File: config.mk
export PLATFORM = sky130hd
export DESIGN_NAME = ham_fade_engine
export DESIGN_NICKNAME = d
export VERILOG_FILES = /design/src/rtl/ham_fade_pkg.sv /design/src/rtl/ham_mask_gen.sv /design/src/rtl/ham_borrow_slice.sv /design/src/rtl/ham_fade_seq.sv /design/src/rtl/ham_fade_engine.sv
export SDC_FILE = /design/constraint.sdc
export NUM_CORES = 1
export LEC_CHECK = 0
export BUFFER_PORTS_ARGS = -buffer_cell sky130_fd_sc_hd__clkbuf_2
export CORE_AREA = 2 2 101 103
export DETAILED_ROUTE_END_ITERATION = 7
export DIE_AREA = 0 0 103 105
export GPL_TIMING_DRIVEN = 0
export HOLD_SLACK_MARGIN = 0.03
export PLACE_DENSITY_LB_ADDON = 0.2
export SLEW_MARGIN = 10
export SYNTH_ARGS = -nofsm -noshare
export SYNTH_HDL_FRONTEND = slang
export SYNTH_SLANG_ARGS = --single-unit
export TNS_END_PERCENT = 10
File: constraint.sdc
create_clock -name clk -period 3.1 [get_ports clk]
set_clock_uncertainty 0.15 [all_clocks]
set_input_delay 0.31 -clock clk [delete_from_list [all_inputs] [get_ports clk]]
set_output_delay 0.31 -clock clk [all_outputs]
set_load 0.005 [all_outputs]
File: src/rtl/ham_fade_pkg.sv
package ham_fade_pkg;
   typedef enum logic [1:0] {
      FS_IDLE = 2'd0,
      FS_RUN  = 2'd1,
      FS_DONE = 2'd2
   } fade_state_e;

   function automatic int unsigned idx_width(input int unsigned n);
      return (n > 1) ? $clog2(n) : 1;
   endfunction
endpackage

File: src/rtl/ham_mask_gen.sv
module ham_mask_gen #(
   parameter int unsigned PIX_W       = 16,
   parameter int unsigned CTRL_PLANES = 2
) (
   input  logic [CTRL_PLANES*PIX_W-1:0] ctrl_words,
   output logic [PIX_W-1:0]             direct_mask
);
   generate
      if (CTRL_PLANES < 1) begin : g_bad_ctrl
         $error("ham_mask_gen: CTRL_PLANES must be at least 1");
      end
      if (CTRL_PLANES == 1) begin : g_single
         assign direct_mask = ctrl_words;
      end else begin : g_multi
         logic [PIX_W-1:0] acc [CTRL_PLANES];
         assign acc[0] = ctrl_words[PIX_W-1:0];
         for (genvar c = 1; c < CTRL_PLANES; c++) begin : g_or
            assign acc[c] = acc[c-1] | ctrl_words[c*PIX_W +: PIX_W];
         end
         assign direct_mask = acc[CTRL_PLANES-1];
      end
   endgenerate
endmodule

File: src/rtl/ham_borrow_slice.sv
module ham_borrow_slice #(
   parameter int unsigned PIX_W = 16
) (
   input  logic [PIX_W-1:0] plane_in,
   input  logic [PIX_W-1:0] borrow_in,
   output logic [PIX_W-1:0] plane_out,
   output logic [PIX_W-1:0] borrow_out
);
   // one bit-sliced subtract stage: each column subtracts its borrow bit
   assign plane_out  = plane_in ^ borrow_in;
   assign borrow_out = ~plane_in & borrow_in;
endmodule

File: src/rtl/ham_fade_seq.sv
module ham_fade_seq
   import ham_fade_pkg::*;
#(
   parameter int unsigned DATA_PLANES = 4,
   localparam int unsigned IDX_W      = idx_width(DATA_PLANES)
) (
   input  logic             clk,
   input  logic             rst,
   input  logic             in_valid,
   input  logic             out_ready,
   output logic             in_ready,
   output logic             out_valid,
   output logic             load,
   output logic             step,
   output logic [IDX_W-1:0] plane_idx
);
   localparam logic [IDX_W-1:0] LAST_IDX = IDX_W'(DATA_PLANES - 1);

   fade_state_e      state_q;
   logic [IDX_W-1:0] cnt_q;
   logic             at_last;

   assign at_last   = (cnt_q == LAST_IDX);
   assign in_ready  = (state_q == FS_IDLE);
   assign out_valid = (state_q == FS_DONE);
   assign load      = in_ready && in_valid;
   assign step      = (state_q == FS_RUN);
   assign plane_idx = cnt_q;

   always_ff @(posedge clk) begin
      if (rst) begin
         state_q <= FS_IDLE;
         cnt_q   <= '0;
      end else begin
         unique case (state_q)
            FS_IDLE: if (in_valid) begin
               state_q <= FS_RUN;
               cnt_q   <= '0;
            end
            FS_RUN: if (at_last) begin
               state_q <= FS_DONE;
            end else begin
               cnt_q <= cnt_q + 1'b1;
            end
            FS_DONE: if (out_ready) state_q <= FS_IDLE;
            default: state_q <= FS_IDLE;
         endcase
      end
   end


   accept_blocks_chk: assert property (@(posedge clk) disable iff (rst)
      (in_valid && in_ready) |=> !in_ready);

   ready_excl_chk: assert property (@(posedge clk) disable iff (rst)
      !(in_ready && out_valid));

   last_to_done_chk: assert property (@(posedge clk) disable iff (rst)
      (step && at_last) |=> out_valid);

   hold_valid_chk: assert property (@(posedge clk) disable iff (rst)
      (out_valid && !out_ready) |=> out_valid);
endmodule

File: src/rtl/ham_fade_engine.sv
module ham_fade_engine
   import ham_fade_pkg::*;
#(
   parameter int unsigned PIX_W       = 16,
   parameter int unsigned CTRL_PLANES = 2,
   parameter int unsigned DATA_PLANES = 4,
   localparam int unsigned CTRL_W     = CTRL_PLANES * PIX_W,
   localparam int unsigned DATA_W     = DATA_PLANES * PIX_W,
   localparam int unsigned IDX_W      = idx_width(DATA_PLANES)
) (
   input  logic              clk,
   input  logic              rst,
   input  logic              in_valid,
   output logic              in_ready,
   input  logic [CTRL_W-1:0] in_ctrl,
   input  logic [DATA_W-1:0] in_data,
   output logic              out_valid,
   input  logic              out_ready,
   output logic [DATA_W-1:0] out_data
);
   generate
      if (PIX_W < 1) begin : g_bad_pix
         $error("ham_fade_engine: PIX_W must be at least 1");
      end
      if (DATA_PLANES < 1) begin : g_bad_data
         $error("ham_fade_engine: DATA_PLANES must be at least 1");
      end
   endgenerate

   logic             load, step;
   logic [IDX_W-1:0] plane_idx;
   logic [PIX_W-1:0] mask;
   logic [PIX_W-1:0] borrow_q;
   logic [PIX_W-1:0] plane_q [DATA_PLANES];
   logic [PIX_W-1:0] cur_plane, new_plane, new_borrow;

   ham_mask_gen #(.PIX_W(PIX_W), .CTRL_PLANES(CTRL_PLANES)) i_mask (
      .ctrl_words  (in_ctrl),
      .direct_mask (mask)
   );

   ham_fade_seq #(.DATA_PLANES(DATA_PLANES)) i_seq (
      .clk       (clk),
      .rst       (rst),
      .in_valid  (in_valid),
      .out_ready (out_ready),
      .in_ready  (in_ready),
      .out_valid (out_valid),
      .load      (load),
      .step      (step),
      .plane_idx (plane_idx)
   );

   assign cur_plane = plane_q[plane_idx];

   ham_borrow_slice #(.PIX_W(PIX_W)) i_slice (
      .plane_in   (cur_plane),
      .borrow_in  (borrow_q),
      .plane_out  (new_plane),
      .borrow_out (new_borrow)
   );

   always_ff @(posedge clk) begin
      if (rst) begin
         borrow_q <= '0;
      end else if (load) begin
         borrow_q <= mask;
      end else if (step) begin
         borrow_q <= new_borrow;
      end
   end

   generate
      for (genvar k = 0; k < DATA_PLANES; k++) begin : g_plane
         always_ff @(posedge clk) begin
            if (rst) begin
               plane_q[k] <= '0;
            end else if (load) begin
               plane_q[k] <= in_data[k*PIX_W +: PIX_W];
            end else if (step && (plane_idx == IDX_W'(k))) begin
               plane_q[k] <= new_plane;
            end
         end
         // leftover borrow after the top plane marks underflowed pixels
         assign out_data[k*PIX_W +: PIX_W] = plane_q[k] & ~borrow_q;
      end
   endgenerate


   data_hold_chk: assert property (@(posedge clk) disable iff (rst)
      (out_valid && !out_ready) |=> $stable(out_data));

   borrow_shrinks_chk: assert property (@(posedge clk) disable iff (rst)
      step |=> ((borrow_q & ~$past(borrow_q)) == '0));
endmodule

Word level (Yosys, flattened, before mapping)
Memories as Yosys holds them, arrays and structs flattened. A register that Yosys moved wholly into a read port is not among the register bits.
Cells that the tools add are included.
Cells by class
  add/subtract/negate cells: 1
  equality and inequality tests: 9
  muxes and demuxes: 40
  bitwise operators: 17
  reductions and logical operators: 11
Operators by type and width (number)
  16-bit two-way mux: 10
  16-bit AND: 5
  16-bit NOT: 2
  1-bit two-way mux: 21
  16-bit bitwise OR: 1
  16-bit XOR: 1
  2-bit two-way mux: 7
  1-bit bitwise OR: 8
  2-bit == test, second input constant: 3
  2-bit case mux with 3 select lines: 1
  3-bit AND reduction: 2
  1-bit logical AND: 5
  2-bit by 1-bit == test with 1-bit output, second input constant: 2
  2-bit zero test: 2
  2-bit by 1-bit inequality test with 1-bit output, second input constant: 2
  2-bit inequality test, second input constant: 2
  2-bit case mux with 2 select lines: 1
  2-bit nonzero test: 2
  2-bit by 1-bit adder with 2-bit output, second input constant: 1
Word-level totals
  flip-flop bits (word level): 20
  bits in writable memories: 64
  output and inout port bits: 66
  logic and storage cells: 82
  memories kept: 1
Memories
  plane_q: words 4, bits a word 16, rd ports 5, clocked after memory_dff 1, write ports 4, RTL line ham_fade_engine.sv:34  | logic [PIX_W-1:0] plane_q [DATA_PLANES];

Longest topological paths before layout
  word-level depth: 7
  gate-level depth with buffers: 8

Hierarchy
Synthesis repeated with hierarchy kept, for this count alone.
Unflattened totals
  cell total of the unflattened synthesis: 404
  area total of the unflattened synthesis: 4974.8 µm²
Modules (own cells, without submodules)
  ham_fade_engine: instances 1, cells an instance 314, area an instance 4329.2 µm², seq. area each 2242.2 µm²
  ham_borrow_slice: instances 1, cells an instance 48, area an instance 320.3 µm², seq. area each 0.0 µm²
  ham_fade_seq: instances 1, cells an instance 26, area an instance 225.2 µm², seq. area each 80.1 µm²
  ham_mask_gen: instances 1, cells an instance 16, area an instance 100.1 µm², seq. area each 0.0 µm²

Worst setup path before layout
Ideal clock, no wire load.
  path kind: register to register
  start point: register i_seq.state_q[0]
  end point: memory plane_q[0][0], enable pin
  arrival time: 1.760 ns
  data required time: 2.558 ns
  setup slack: 0.798 ns
  stages on the path, launching flop included: 6
  path buffers: 3
  path through: dfxtp_1 > buf_6 > buf_2 > buf_1 > a21oi_1 > o21bai_1
RTL lines
  start: declaration: RTL line ham_fade_seq.sv:19  | fade_state_e state_q;
  start signal: assignment: RTL line ham_fade_seq.sv:32  | state_q <= FS_IDLE;
  start signal: assignment: RTL line ham_fade_seq.sv:37  | state_q <= FS_RUN;
  start signal: assignment: RTL line ham_fade_seq.sv:41  | state_q <= FS_DONE;
  end: declaration: RTL line ham_fade_engine.sv:34

==> key figures <==
Outcome
  • Status: complete, no violations

Global route
  • First-pass GRT wire length: ~21 mm
  • Antenna violations before repair: 0
  • Vias in the first global route: ~4,000
  • Total gr overflow: 0
  • Largest net degree at the start of global routing: 15
  • GRT Total Usage: roughly a quarter

Floorplanning
  • # IOs: 166
  • Die area: 10,800 µm²
  • Starting Density: approximately 49%
  • Core Area: between 9000 and 10,000 µm²
  • Die Height: 105 µm
  • # rows: 36
  • Die width: approximately 100 µm

Run
  • Max cap viols: 0

Clocking
  • Root buffer cell: clkbuf_8
  • Clock Latency Late Sink: between 0.3 and 0.4 ns
  • Clock slew at reported path FFs: ~0.09 ns
  • CTS tree: built
  • TritonCTS buffer count: 9
  • Post-CTS Hold Buffers: 0
  • # resized after CTS: 0
  • Clock buffer depth: 2
  • H-tree Lvls: 3
  • Post-CTS setup buffers: 0
  • Clock sinks: 86

Synthesis
  • Register area share after synthesis: between 40 and 50%
  • Number of flops mapped to enable cells by yosys: 64
  • Netlist cell types: 30
  • Mapped Avg Cell Area: around 12 µm²
  • Leading area contributor after synthesis: edfxtp_1
  • Ys flop type: edfxtp_1
  • Yosys top cell area share: between 40 and 50%
  • Post-Synthesis Cells: between 300 and 400
  • Seq cells post-synth: 86
  • Synth top area cells: edfxtp_1 (41%), o2bb2ai_1 (12%), dfxtp_1 (9.3%)
  • Syn Nets: slightly above 500
  • Async SR Flop Fraction: 0%
  • Ys Warns: 0
  • Syn Std Cell Area: approximately 4700 µm²

STA
  • Crit path time final: about 2.6 ns
  • Setup_tns: 0 ns
  • Crit share post-route: 82.7%
  • Worst-margin pin slew: 0.754 ns
  • Setup Viol. Count Final: 0
  • Slew headroom: slightly below 50%
  • Slew Viols, Final: 0
  • Final-report hold violation count: 0
  • Final setup margin: approximately 0.54 ns
  • RSZ-0062 raised after global routing: false
  • Highest clock rate: around 390 MHz

Placed design
  • Placed cells: slightly below 700
  • Post-Place Setup Slack: between 0.5 and 0.6 ns
  • Gpl congestion: ~0.85
  • I/O Buffers: 165
  • Hpwl dp: around 10 mm
  • DP Area: around 5800 µm²

Layout
  • N_diodes: 0
  • P&R area growth vs syn: 27.4%
  • Final Instance Count excl. Fillers: 707
  • Design area: 6020 µm²
  • Fin util: a little over three fifths
  • Multi-input gate area: ~2100 µm²
  • Filler Cells Inserted: roughly 830
  • Share of cells above drive strength 1: about two fifths
  • Layout Nets: slightly below 700
  • FF+latch area: 2360 µm²

Setup path
  • CP delay by family, top: buffers and inverters
  • CP startpoint kind: flip-flop
  • Crit-path max cell delay: about 0.63 ns
  • Worst Path Required: between 3 and 4 ns
  • Reg2reg setup slack: 0.54 ns
  • Crit-path max FO: 10
  • CP endpoint kind: flip-flop
  • Buf/Inv on CP: 3
  • Data arrival, critical path: 2.51 ns
  • Crit-path most repeated cell: clkbuf_1
  • Slowest cell on the critical path: clkbuf_1
  • Reg-to-reg critical path endpoint: plane_q[2][8]
  • Worst Setup EP: plane_q[2][8]
  • Critical path class: flip-flop to flip-flop
  • Crit-path cells: clkbuf_1 > clkbuf_1 > mux4_2 > inv_1 > ha_1 > o2bb2ai_1
  • Depth of the most critical reg-to-reg path: 6
  • CP Depth: 6

Detailed routing
  • DRT Pass-1 Iters: 5
  • Post-route DRC: 0
  • Final ANT Viol Nets: 0
  • Via count: between 3,000 and 4,000
  • 1st-iter DRT viols: roughly 310
  • Routed vias/inst: roughly 5.6
  • WL per Instance: approximately 20 µm
  • Post-Route WL: 14.0 mm

Power and ir drop
  • Lkg Pwr: 2.60 nW
  • Maximum vdd drop: about 0.28 mV
  • Pwr/cell area: 485 nW/µm²
  • Comb power frac: 21.1%
  • Switching power: approximately 0.8 mW
  • Sequential power share: roughly half
  • Part of the power in the clock network: a little over 30%
  • Sw Share: 26.9%
  • Pint: approximately 2.1 mW

Worst hold path
  • HP Class: input port to flip-flop
[how the worst min path moves through the flow]
stage,from,endpoint,depth (start not counted)
6_report,out_ready,i_seq.state_q[1],3
2_1_floorplan,out_ready,i_seq.state_q[1],2
4_1_cts,out_ready,i_seq.state_q[1],3
5_1_grt,in_data[59],plane_q[3][11],2
3_3_place_gp,i_seq.plane_idx[0],i_seq.plane_idx[0],2
3_5_place_dp,i_seq.plane_idx[0],flip-flop,2
[synth_stat cells (4+ instances only)]
cell type	number
nor2b_1	66
edfxtp_1	64
o2bb2ai_1	64
dfxtp_1	22
ha_1	20
nor2_1	19
inv_1	18
o21ai_0	17
a22o_1	16
mux4_2	16
nand2_1	16
buf_6	8
clkbuf_1	8
buf_2	7
a21oi_1	6
nand3_1	4
o21bai_1	4
[layer usage]
metal | GRT usage (%) | wire length, µm
met1 | 34.9 | 5590
met2 | 44.7 | 7020
met3 | 5.08 | 1160
met4 | 7.14 | 237
met5 | 0 | 0
[power by group through the flow]
stage / Sequential (mW) / Clock (mW) / Combinational (mW)
finish: 1.41 / 0.890 / 0.615
detailed placement: 1.44 / 0 / 0.616
CTS: 1.41 / 0.889 / 0.618
global placement: 1.43 / 0 / 0.587
global route: 1.43 / 0.939 / 0.674
floorplan: 1.42 / 0 / 0.352
[worst min-delay path, cell delays in order]
cell and delay (ns):
clkbuf_2 0.07, nand2b_1 0.08, a21oi_1 0.05
[state kept, by name, summed over array words and instances, names as in the netlist, named ones only]
register	count
borrow_q	16
i_seq.state_q	2
plane_q	64
i_seq.plane_idx	2
[through the flow]
step / hold WS, ns / power, mW
floorplan: 0.337 / 1.77
global placement: 0.407 / 2.02
detailed placement: 0.418 / 2.05
CTS: 0.0506 / 2.92
global route: 0.0625 / 3.04
finish: 0.0565 / 2.92
[layout make-up]
cell class,instances,share of cell area [%]
plain buffers,26,2.89
clock inverters,3,1.14
well taps,133,2.76
repair buffers,169,14.9
flip-flops and latches,86,39.2
multi-input cells,259,35.5
inverters,18,1.12
clock buffers,13,2.47
[cells in the final DEF, fill, tap and decap left out, types with 2 or more instances in the layout]
master,Yosys,layout
a21oi_1,6,6
a22o_1,16,16
buf_2,7,7
buf_4,2,2
buf_6,8,9
buf_8,0,2
bufinv_16,0,2
clkbuf_1,8,11
clkbuf_2,0,165
clkbuf_8,0,10
dfxtp_1,22,22
edfxtp_1,64,64
ha_1,20,20
inv_1,18,18
mux4_2,16,16
nand2_1,16,16
nand3_1,4,4
nor2_1,19,19
nor2b_1,66,66
o21ai_0,17,17
o21bai_2,0,4
o2bb2ai_1,64,64
[kinds of logic after synthesis]
group / count (synthesis) / synth area share (%)
adder cells (fa/ha/maj): 20 / 5.30
AND/OR/NAND/NOR: 111 / 13.2
flip-flops: 86 / 50.0
AO/OA/AOI/OAI: 112 / 18.7
multiplexers: 16 / 7.63
buffers and inverters: 44 / 5.11
(Power assumes the default switching activity.)
